<file path="config.mk">
export PLATFORM = sky130hd
export DESIGN_NAME = vidctl_i2c_slave
export DESIGN_NICKNAME = d
export VERILOG_FILES = /design/src/rtl/vidctl_i2c_pkg.sv /design/src/rtl/vidctl_line_filter.sv /design/src/rtl/vidctl_i2c_engine.sv /design/src/rtl/vidctl_regfile.sv /design/src/rtl/vidctl_i2c_slave.sv
export SDC_FILE = /design/constraint.sdc
export NUM_CORES = 1
export LEC_CHECK = 0
export CAP_MARGIN = 20
export CORE_ASPECT_RATIO = 2
export CORE_MARGIN = 5
export CORE_UTILIZATION = 55
export CTS_BUF_LIST = sky130_fd_sc_hd__clkbuf_4
export DETAILED_ROUTE_END_ITERATION = 6
export DONT_BUFFER_PORTS = 1
export GPL_TIMING_DRIVEN = 1
export MAX_ROUTING_LAYER = met4
export PLACE_DENSITY_LB_ADDON = 0.25
export SLEW_MARGIN = 20
export SYNTH_ARGS = -nofsm -noshare
export SYNTH_HDL_FRONTEND = slang
export SYNTH_SLANG_ARGS = --single-unit
</file>
<file path="constraint.sdc">
create_clock -name clk -period 2.5 [get_ports clk]
set_input_delay 0.5 -clock clk [delete_from_list [all_inputs] [get_ports clk]]
set_output_delay 0.5 -clock clk [all_outputs]
set_load 0.1 [all_outputs]
</file>
<file path="src/rtl/vidctl_i2c_pkg.sv">
// Shared constants, phase type and register shaping rules for the
// video control I2C slave. Assumes sub-addresses start at 1.
package vidctl_i2c_pkg;
    localparam int REG_W     = 8;
    localparam int NUM_REGS  = 8;
    localparam int DC_SUB    = 6;
    localparam int OSD_SUB   = 7;
    localparam int DC_FLOOR  = 3;

    typedef enum logic [1:0] {PH_IDLE, PH_ADDR, PH_SUB, PH_DATA} phase_e;

    // Power-on value of the register at sub-address sub.
    function automatic logic [REG_W-1:0] por_value(input int sub);
        if (sub <= 5)                         return 8'hB4;
        else if (sub == DC_SUB || sub == OSD_SUB) return 8'h08;
        else                                  return 8'h04;
    endfunction

    // Value actually stored for a write of d to sub-address sub.
    function automatic logic [REG_W-1:0] shape_value(input int sub, input logic [REG_W-1:0] d);
        logic [REG_W-1:0] v;
        v = d;
        if (sub == DC_SUB || sub == OSD_SUB) v = {4'h0, d[3:0]};
        if (sub == DC_SUB && v < REG_W'(DC_FLOOR)) v = REG_W'(DC_FLOOR);
        return v;
    endfunction
endpackage

</file>
<file path="src/rtl/vidctl_line_filter.sv">
// Synchronizes one open-drain bus line into clk and removes pulses
// shorter than FILT_LEN samples. Idle (reset) level is high.
module vidctl_line_filter #(
    parameter int SYNC_STAGES = 2,
    parameter int FILT_LEN    = 3
) (
    input  logic clk,
    input  logic rst_n,
    input  logic line_i,
    output logic line_o
);
    logic [SYNC_STAGES-1:0] sync_q;
    logic [FILT_LEN-1:0]    hist_q;

    // Synchronizer chain, sample history and filtered level.
    always_ff @(posedge clk) begin
        if (!rst_n) begin
            sync_q <= '1;
            hist_q <= '1;
            line_o <= 1'b1;
        end else begin
            sync_q <= {sync_q[SYNC_STAGES-2:0], line_i};
            hist_q <= {hist_q[FILT_LEN-2:0], sync_q[SYNC_STAGES-1]};
            if (&hist_q)       line_o <= 1'b1;
            else if (~|hist_q) line_o <= 1'b0;
        end
    end
endmodule

</file>
<file path="src/rtl/vidctl_i2c_engine.sv">
// Byte engine: finds START/STOP and SCL edges on filtered lines, shifts
// bytes in MSB first, checks the address, latches the sub-address and
// issues one write strobe per data byte. Never stretches SCL.
module vidctl_i2c_engine
    import vidctl_i2c_pkg::*;
#(
    parameter logic [6:0] DEV_ADDR = 7'h6E
) (
    input  logic             clk,
    input  logic             rst_n,
    input  logic             scl_f,
    input  logic             sda_f,
    output logic             sda_oe,
    output logic             wr_en,
    output logic [REG_W-1:0] wr_sub,
    output logic [REG_W-1:0] wr_data
);
    logic             scl_q, sda_q, ack_q;
    logic [3:0]       bit_cnt;
    logic [REG_W-1:0] shreg, sub_q;
    phase_e           phase;
    logic             scl_rise, scl_fall, start_ev, stop_ev, sub_ok;

    // Bus events from the filtered lines and their previous values.
    always_comb begin
        scl_rise = scl_f & ~scl_q;
        scl_fall = ~scl_f & scl_q;
        start_ev = scl_f & scl_q & sda_q & ~sda_f;
        stop_ev  = scl_f & scl_q & ~sda_q & sda_f;
        sub_ok   = (sub_q != '0) && (sub_q <= REG_W'(NUM_REGS));
    end

    assign sda_oe = ack_q;

    // Transfer state: phase, bit count, shift register, acknowledge, strobe.
    always_ff @(posedge clk) begin
        if (!rst_n) begin
            scl_q <= 1'b1; sda_q <= 1'b1; ack_q <= 1'b0;
            bit_cnt <= '0; shreg <= '0; sub_q <= '0;
            phase <= PH_IDLE; wr_en <= 1'b0; wr_sub <= '0; wr_data <= '0;
        end else begin
            scl_q <= scl_f;
            sda_q <= sda_f;
            wr_en <= 1'b0;
            if (start_ev) begin
                phase <= PH_ADDR; bit_cnt <= '0; ack_q <= 1'b0;
            end else if (stop_ev) begin
                phase <= PH_IDLE; bit_cnt <= '0; ack_q <= 1'b0;
            end else if (phase != PH_IDLE) begin
                if (scl_rise && !ack_q && bit_cnt < 4'd8) begin
                    shreg   <= {shreg[REG_W-2:0], sda_f};
                    bit_cnt <= bit_cnt + 4'd1;
                end else if (scl_fall) begin
                    if (ack_q) begin
                        ack_q <= 1'b0; bit_cnt <= '0;
                    end else if (bit_cnt == 4'd8) begin
                        case (phase)
                            PH_ADDR: begin
                                if (shreg == {DEV_ADDR, 1'b0}) begin
                                    ack_q <= 1'b1; phase <= PH_SUB;
                                end else begin
                                    phase <= PH_IDLE;
                                end
                            end
                            PH_SUB: begin
                                ack_q <= 1'b1; sub_q <= shreg; phase <= PH_DATA;
                            end
                            default: begin
                                ack_q   <= 1'b1;
                                wr_en   <= sub_ok;
                                wr_sub  <= sub_q;
                                wr_data <= shreg;
                                sub_q   <= sub_q + 1'b1;
                            end
                        endcase
                    end
                end
            end
        end
    end
endmodule

</file>
<file path="src/rtl/vidctl_regfile.sv">
// Register file: one word per sub-address 1..NUM_REGS, loaded with its
// power-on value at reset and written through shape_value().
module vidctl_regfile
    import vidctl_i2c_pkg::*;
(
    input  logic                      clk,
    input  logic                      rst_n,
    input  logic                      wr_en,
    input  logic [REG_W-1:0]          wr_sub,
    input  logic [REG_W-1:0]          wr_data,
    output logic [NUM_REGS*REG_W-1:0] regs_flat
);
    for (genvar i = 0; i < NUM_REGS; i++) begin : g_reg
        logic [REG_W-1:0] word_q;
        // One control word: reset value or shaped write.
        always_ff @(posedge clk) begin
            if (!rst_n)
                word_q <= por_value(i + 1);
            else if (wr_en && wr_sub == REG_W'(i + 1))
                word_q <= shape_value(i + 1, wr_data);
        end
        assign regs_flat[i*REG_W +: REG_W] = word_q;
    end
endmodule

</file>
<file path="src/rtl/vidctl_i2c_slave.sv">
// Top: filters both bus lines, runs the byte engine and holds the eight
// control words on parallel outputs. SDA is driven only low via sda_oe.
module vidctl_i2c_slave
    import vidctl_i2c_pkg::*;
#(
    parameter logic [6:0] DEV_ADDR    = 7'h6E,
    parameter int          SYNC_STAGES = 2,
    parameter int          FILT_LEN    = 3
) (
    input  logic       clk,
    input  logic       rst_n,
    input  logic       scl_i,
    input  logic       sda_i,
    output logic       sda_oe,
    output logic [7:0] ctl_contrast,
    output logic [7:0] ctl_bright,
    output logic [7:0] ctl_gain_a,
    output logic [7:0] ctl_gain_b,
    output logic [7:0] ctl_gain_c,
    output logic [7:0] ctl_dc_level,
    output logic [7:0] ctl_osd_gain,
    output logic [7:0] ctl_misc
);
    logic [1:0]                lines_raw, lines_flt;
    logic                      scl_flt, sda_flt, wr_en;
    logic [REG_W-1:0]          wr_sub, wr_data;
    logic [NUM_REGS*REG_W-1:0] regs_flat;

    assign lines_raw = {sda_i, scl_i};

    for (genvar g = 0; g < 2; g++) begin : g_line
        vidctl_line_filter #(.SYNC_STAGES(SYNC_STAGES), .FILT_LEN(FILT_LEN)) u_filt (
            .clk(clk), .rst_n(rst_n), .line_i(lines_raw[g]), .line_o(lines_flt[g]));
    end

    assign scl_flt = lines_flt[0];
    assign sda_flt = lines_flt[1];

    vidctl_i2c_engine #(.DEV_ADDR(DEV_ADDR)) u_engine (
        .clk(clk), .rst_n(rst_n), .scl_f(scl_flt), .sda_f(sda_flt),
        .sda_oe(sda_oe), .wr_en(wr_en), .wr_sub(wr_sub), .wr_data(wr_data));

    vidctl_regfile u_regs (
        .clk(clk), .rst_n(rst_n), .wr_en(wr_en), .wr_sub(wr_sub),
        .wr_data(wr_data), .regs_flat(regs_flat));

    assign ctl_contrast = regs_flat[0*8 +: 8];
    assign ctl_bright   = regs_flat[1*8 +: 8];
    assign ctl_gain_a   = regs_flat[2*8 +: 8];
    assign ctl_gain_b   = regs_flat[3*8 +: 8];
    assign ctl_gain_c   = regs_flat[4*8 +: 8];
    assign ctl_dc_level = regs_flat[5*8 +: 8];
    assign ctl_osd_gain = regs_flat[6*8 +: 8];
    assign ctl_misc     = regs_flat[7*8 +: 8];
endmodule

</file>
==> results of run 1 <==
cells in the mapped netlist (3+ instances only):
master,instances
a32o_1,3
nand3_1,38
buf_4,8
mux2i_1,50
o21a_1,4
dfxtp_1,110
ha_1,7
a22o_1,5
a21oi_1,7
clkbuf_1,19
buf_1,4
nand2_1,61
nor2b_1,25
buf_2,11
nor3_1,6
o211ai_1,3
o21ai_0,44
or3b_2,4
or4b_1,3
nand2b_1,13
nor4_2,4
nor2_1,11
inv_1,8
state kept, by name, summed over array words and instances, names as in the netlist:
signal                cells
u_engine.sub_q            8
u_engine.phase            2
u_engine.wr_data          8
u_engine.wr_sub           8
u_engine.bit_cnt          4
g_line.u_filt.line_o      2
u_engine.wr_en            1
u_engine.scl_q            1
u_engine.sda_q            1
u_regs.g.word_q          56
u_engine.shreg            8
u_engine.sda_oe           1
g_line.u_filt.sync_q      4
g_line.u_filt.hist_q      6
worst min path at each step:
stage	from	to	slack, ns	cells past startpoint
6_report	rst_n	g_line[0].u_filt.hist_q[0]$_SDFF_PN1_	0.09	1
2_1_floorplan	g_line[0].u_filt.sync_q[1]$_SDFF_PN1_	g_line[0].u_filt.hist_q[0]$_SDFF_PN1_	0.39	1
5_1_grt	rst_n	g_line[1].u_filt.hist_q[1]$_SDFF_PN1_	0.04	1
4_1_cts	rst_n	u_engine.scl_q$_SDFF_PN1_	0.06	1
3_3_place_gp	g_line[0].u_filt.sync_q[0]$_SDFF_PN1_	g_line[0].u_filt.sync_q[1]$_SDFF_PN1_	0.39	1
3_5_place_dp	g_line[1].u_filt.sync_q[1]$_SDFF_PN1_	g_line[1].u_filt.hist_q[0]$_SDFF_PN1_	0.39	1
power by group:
group / internal, mW / total [mW] / switching [mW]
sequential: 1.76 / 1.76 / 0.00155
clock: 0.233 / 0.834 / 0.601
combinational: 0.00898 / 0.0641 / 0.0551
worst max-delay path, cell delays in order (launching register included):
cell and delay, ns:
dfxtp_1 0.34, or4b_1 0.56, or4b_1 0.77, mux2i_1 0.25, nand2_1 0.06
per-layer routing:
metal,vias to the layer above,part of all wire,track usage
met4,0,0.032,0.0872
met2,80,0.55,0.373
met1,1634,0.37,0.230
li1,1727,-,-
met3,20,0.046,0.0567
met5,-,0,-
area by class of cell:
| class | instances | area share |
|---|---|---|
| clock inverters | 6 | 0.0103 |
| inverters | 8 | 0.00588 |
| well taps | 98 | 0.0240 |
| multi-input cells | 328 | 0.414 |
| clock buffers | 10 | 0.0147 |
| diodes | 1 | 0.000490 |
| flip-flops and latches | 110 | 0.431 |
| repair buffers | 68 | 0.0999 |
cell families (layout without fill, tap and decap cells):
| logic type | count (synthesis) | count (layout) |
|---|---|---|
| AND/OR/NAND/NOR | 182 | 182 |
| flip-flops | 110 | 110 |
| AO/OA/AOI/OAI | 76 | 76 |
| multiplexers | 52 | 52 |
| buffers and inverters | 52 | 92 |
| adder cells (fa/ha/maj) | 7 | 7 |
| XOR/XNOR | 3 | 3 |
| other | 1 | 9 |
through the flow:
stage,setup WS [ns],area (µm²)
global route,0.284,5110
floorplan,0.362,4570
CTS,0.394,5110
detailed placement,0.440,4980
finish,0.414,5110
global placement,0.484,4980
==> flow_summary.rst, run 1 <==
.. list-table::
   :header-rows: 1

   * - Metric
     - Value
   * - Status
     - completed
   * - Setup repair bufs after CTS
     - 0
   * - Num Clock Sinks
     - 110
   * - Capturing element of the worst setup path
     - u_regs.g_reg[2].word_q[4]$_SDFFE_PN1P_
   * - Post-synthesis cell area
     - 4540 µm²
   * - Hold buffers post-CTS
     - 0
   * - WP data arrival
     - 2.46 ns
   * - Die height
     - 138 µm
   * - Vias in the first global route
     - 3325
   * - Clock period minus worst slack
     - 2.09 ns
   * - Number of cells produced by synthesis
     - 483
   * - Post-synthesis sequential element count
     - 110
   * - Routability cong.
     - 0.871
   * - Clock slew at the register clock pins of the worst setup and hold paths
     - 0.17 ns
   * - Post-detailed-route via-to-cell ratio
     - 5.50
   * - Combined area of the multi-input logic cells
     - 2110 µm²
   * - Total congestion overflow
     - 0
   * - Overall die area
     - 10300 µm²
   * - Tightest Pin Transition
     - 0.828 ns
   * - Global-route wire length before repair
     - 16.9 mm
   * - Post-route non-filler standard cell count
     - 629
   * - CP endpoint kind
     - register
   * - Post-synth EDFFs
     - 0
   * - Number of nets with antenna violations after detailed routing
     - 0
   * - Endpoint required time on the critical path
     - 2.87 ns
   * - TritonCTS clock tree
     - yes
   * - Adder and majority gate portion of the synthesized area
     - 0.0193
   * - Htree depth
     - 3
   * - Period Utilization, post-route
     - 0.834
   * - Cell taking the most area after synthesis
     - dfxtp_1
   * - Synth unique cells
     - 49
   * - Post-synth top area share
     - 0.485
   * - Post-Route Hold Slack
     - 0.0884 ns
   * - Startpoint of the worst setup timing path
     - u_engine.wr_sub[5]$_SDFFE_PN0P_
   * - Combinational family with the most area after synthesis
     - simple AND/OR/NAND/NOR gates
   * - Worst slew slack as a fraction of its limit
     - 0.442
   * - Clock buffer depth
     - 2
   * - Leading cell types in the layout, fill and taps excluded
     - 110 x dfxtp_1, 68 x buf_4, 61 x nand2_1, 50 x mux2i_1, 44 x o21ai_0
   * - Worst VDD drop
     - 447 µV
   * - Wirelength per Cell
     - 16.3 µm
   * - Areal power density over the cells
     - 520 nW/µm²
   * - Hold WC Path Type
     - primary input to register
   * - Total global routing track utilization
     - 0.217
   * - Synthesized area per cell
     - 9.40 µm²
   * - Leading register cell type out of synthesis
     - dfxtp_1
   * - Max-Cap Viols
     - 0
   * - Total length of routed wires
     - 10.3 mm
   * - Max Clock Freq
     - 0.479 GHz
   * - Critical-path maximum fanout
     - 12
   * - Final clock skew
     - 0.0178 ns
   * - First-pass iteration count of the detailed router
     - 5
   * - Pin count of the biggest net entering global routing
     - 135
   * - Count of placed standard cells including taps
     - 612
   * - Worst reg-to-reg path cell count
     - 4
   * - Initial standard-cell utilization of the core
     - 0.555
   * - Half-perimeter wire length after detailed placement
     - 7.47 mm
   * - Internal reg-to-reg setup slack
     - 0.41 ns
   * - Initial antenna violation count
     - 1
   * - DRC violations left
     - 0
   * - Sequential cell area fraction in the yosys report
     - 0.485
   * - Clock Tree Root
     - clkbuf_4
   * - Crit Path Class
     - register to register
   * - Setup repair after global routing missed its margin
     - no
   * - Top area cells in the synthesized netlist
     - dfxtp_1 49%, mux2i_1 11%, nand2_1 5.0%
   * - Worst-skew pair later-pin latency
     - 0.47 ns
   * - Leakage power figure
     - 1.89 nW
   * - Share of synthesized cell area in and, or, nand and nor gates
     - 0.217
   * - Syn-to-layout area delta
     - 12.6%
   * - Hold Vio Cnt, Final
     - 0
   * - Number of inserted filler cells in the final layout
     - 716
   * - Worst r2r dst
     - u_regs.g_reg[2].word_q[4]$_SDFFE_PN1P_
   * - I/O Pins
     - 69
   * - Post-layout util
     - 0.625
   * - Via Count
     - 3461
   * - Row Count
     - 47
   * - Clock buffers created by TritonCTS
     - 9
   * - Reg2reg start
     - u_engine.wr_sub[5]$_SDFFE_PN0P_
   * - Number of design-rule violations left by the first detailed-router iteration
     - 206
   * - Compound-gate portion of the synthesized area
     - 0.101
   * - Die boundary width
     - 74.2 µm
   * - Count of pins over their slew limit
     - 0
   * - CP startpoint kind
     - register
   * - Fraction of registers with async set/reset
     - 0
   * - Synth warn
     - 0
   * - Register Area
     - 2200 µm²
   * - Sum Neg Setup Slack
     - 0 ns
   * - Tot Pwr
     - 2.66 mW
   * - Proportion of synthesized area in mux cells
     - 0.115
   * - Share of final-layout standard cells stronger than drive strength 1
     - 0.185
   * - Number of failing setup endpoints in the final timing report
     - 0
   * - Xor and xnor area share after synthesis
     - 0.00579
   * - Number of nets in the layout
     - 536
   * - Most common library cell in the layout ignoring fill and taps
     - dfxtp_1
   * - Number of gates given a new drive strength after cts
     - 0
   * - Count of input and output buffers
     - 0
   * - Core Box Area
     - 8170 µm²
No activity file was read; power rests on OpenSTA's default activity.
==> inputs of run 2 (changes only) <==
- clock period: 2.5 -> 1.9 ns (I/O delays scaled with it)
==> run 2 against run 1 <==
  * Wire length increased by 11%
  * Die area unchanged
  * Clock skew increased by 0.0066 ns
  * Via count increased by 6.8%
  * Maximum frequency increased by 9.9%
  * Worst hold slack got worse by 0.077 ns
  * Critical path depth increased by 1
  * Sequential cell count unchanged
  * Register-to-register slack got worse by 0.41 ns
  * Global-route usage increased by 0.64 points
  * Largest power group unchanged
==> flow_summary.rst, run 2 (synthesis results as in run 1) <==
.. list-table::
   :header-rows: 1

   * - Metric
     - Value
   * - Crit Path Class
     - register to register
   * - Die boundary width
     - 74.2 µm
   * - TritonCTS clock tree
     - yes
   * - Hold Vio Cnt, Final
     - 0
   * - CP endpoint kind
     - register
   * - GRT met1 Usage
     - 0.229
   * - CP startpoint kind
     - register
   * - Worst slew slack as a fraction of its limit
     - 0.452
   * - Flip-flop count of the largest register, all copies and words added
     - 56
   * - Number of failing setup endpoints in the final timing report
     - 0
   * - Post-route non-filler standard cell count
     - 673
   * - Wirelength per Cell
     - 16.9 µm
   * - Pin count of the biggest net entering global routing
     - 135
   * - Row Count
     - 47
   * - Clock Tree Root
     - clkbuf_4
   * - Setup repair after global routing missed its margin
     - yes
   * - Count of placed standard cells including taps
     - 628
   * - DRC violations left
     - 0
   * - Vias in the first global route
     - 3578
   * - Areal power density over the cells
     - 644 nW/µm²
   * - Hold WC Path Type
     - primary input to register
   * - Most heavily used metal layer in global routing
     - met2
   * - Crit-path slowest cell
     - or4b_4
   * - Tot Pwr
     - 3.67 mW
   * - Half-perimeter wire length after detailed placement
     - 7.59 mm
   * - Tightest Pin Transition
     - 0.822 ns
   * - Status
     - completed
   * - Fraction of met2 tracks used by global routing
     - 0.406
   * - Total length of routed wires
     - 11.4 mm
   * - Clock buffer depth
     - 2
   * - Number of nets in the layout
     - 580
   * - Crit path buffers/inverters
     - 1
   * - WP data arrival
     - 2.29 ns
   * - Worst-path cell chain
     - or4b_4, or4b_4, buf_8, mux2i_1, nand2_1
   * - Worst path most repeated cell
     - or4b_4
   * - Number of nets with antenna violations after detailed routing
     - 0
   * - Number of design-rule violations left by the first detailed-router iteration
     - 230
   * - Num Clock Sinks
     - 110
   * - Most common library cell in the layout ignoring fill and taps
     - dfxtp_1
   * - Endpoint required time on the critical path
     - 2.29 ns
   * - Die height
     - 138 µm
   * - Worst VDD drop
     - 595 µV
   * - Share of final-layout standard cells stronger than drive strength 1
     - 0.254
   * - Via Count
     - 3697
   * - Syn-to-layout area delta
     - 25.6%
   * - Critical-path maximum fanout
     - 12
   * - Worst-skew pair later-pin latency
     - 0.47 ns
   * - Count of input and output buffers
     - 0
   * - Clock buffers created by TritonCTS
     - 9
   * - Clock slew at the register clock pins of the worst setup and hold paths
     - 0.18 ns
   * - Routability cong.
     - 0.896
   * - First-pass iteration count of the detailed router
     - 4
   * - Sum Neg Setup Slack
     - 0 ns
   * - Hold buffers post-CTS
     - 14
   * - Worst stage delay on the critical path
     - 0.56 ns
   * - Core Box Area
     - 8170 µm²
   * - Count of pins over their slew limit
     - 0
   * - Global-route wire length before repair
     - 17.6 mm
   * - M3 GR Usage
     - 0.0327
   * - Period Utilization, post-route
     - 0.999
   * - Max-Cap Viols
     - 0
   * - Worst path top cell family by delay
     - simple AND/OR/NAND/NOR gates
   * - Initial standard-cell utilization of the core
     - 0.555
   * - Final clock skew
     - 0.0244 ns
   * - Overall die area
     - 10300 µm²
   * - Post-detailed-route via-to-cell ratio
     - 5.49
   * - Total global routing track utilization
     - 0.224
   * - Total congestion overflow
     - 0
   * - Leakage power figure
     - 2.13 nW
   * - I/O Pins
     - 69
   * - Leading cell types in the layout, fill and taps excluded
     - 103 x dfxtp_1, 87 x buf_4, 61 x nand2_1, 48 x mux2i_1, 43 x o21ai_0
   * - Htree depth
     - 3
   * - Clock period minus worst slack
     - 1.90 ns
   * - Register with the highest flop count
     - u_regs.g.word_q
   * - Max Clock Freq
     - 0.527 GHz
   * - Initial antenna violation count
     - 1
run 2: cell types whose count changed in the layout (fill, tap and decap cells not counted), moves of 4 or more:
cell and delta:
dfxtp_1 -7, dlygate4sd3_1 +14, buf_4 +19, dfxtp_2 +7, buf_6 +4
run 2: metrics by stage:
step	instance area [µm²]	worst slack, ns	hold slack [ns]	util
after floorplan	4600	-0.0931	0.386	-
after global placement	5130	-0.0785	0.393	0.628
after detailed placement	5130	-0.0930	0.392	0.628
after CTS	5520	0.000880	-0.0538	0.675
after global routing	5700	-0.0547	-0.0453	0.698
final	5700	0.00207	0.0111	0.698
run 2: layer usage:
metal / wire length [µm] / vias to the layer above / share of wire
met5: 0 / - / 0
met4: 293 / 0 / 0.026
met3: 404 / 19 / 0.035
met2: 6700 / 74 / 0.59
met1: 4010 / 1776 / 0.35
li1: - / 1828 / -
run 2: final timing paths:
check / startpoint / endpoint / slack [ns] / cells past startpoint
max: u_engine.wr_sub[7]$_SDFFE_PN0P_ / u_regs.g_reg[2].word_q[4]$_SDFFE_PN1P_ / 0.002 / 5
min: rst_n / u_regs.g_reg[1].word_q[2]$_SDFFE_PN1P_ / 0.01 / 1
max reg2reg: u_engine.wr_sub[7]$_SDFFE_PN0P_ / u_regs.g_reg[2].word_q[4]$_SDFFE_PN1P_ / 0.002 / 5
min reg2reg: u_regs.g_reg[7].word_q[4]$_SDFFE_PN0P_ / u_regs.g_reg[7].word_q[4]$_SDFFE_PN0P_ / 0.47 / 2
run 2: power breakdown:
| part | internal (mW) | total, mW | leakage, nW | switching (mW) |
|---|---|---|---|---|
| Sequential | 2.31 | 2.32 | 0.892 | 0.00212 |
| Combinational | 0.0204 | 0.0949 | 1.16 | 0.0745 |
| Clock | 0.442 | 1.26 | 0.0810 | 0.817 |
run 2: what timing repair did:
item | 4_1_cts | 5_1_grt
gates resized for setup | 13 | 23
endpoints found under the hold margin | 37 | 23
endpoints found under the setup margin | 18 | 43
gates cloned | 2 | 2
setup buffers | 5 | 5
pin swaps | 3 | 4
run 2: cell type report:
type                    count  area [µm²]
diodes                      1        2.50
inverters                   8        30.0
clock inverters             6        77.6
multi-input cells         328        2210
well taps                  98         123
clock buffers              10        75.1
repair buffers            112         968
fillers                   624        2470
flip-flops and latches    110        2210
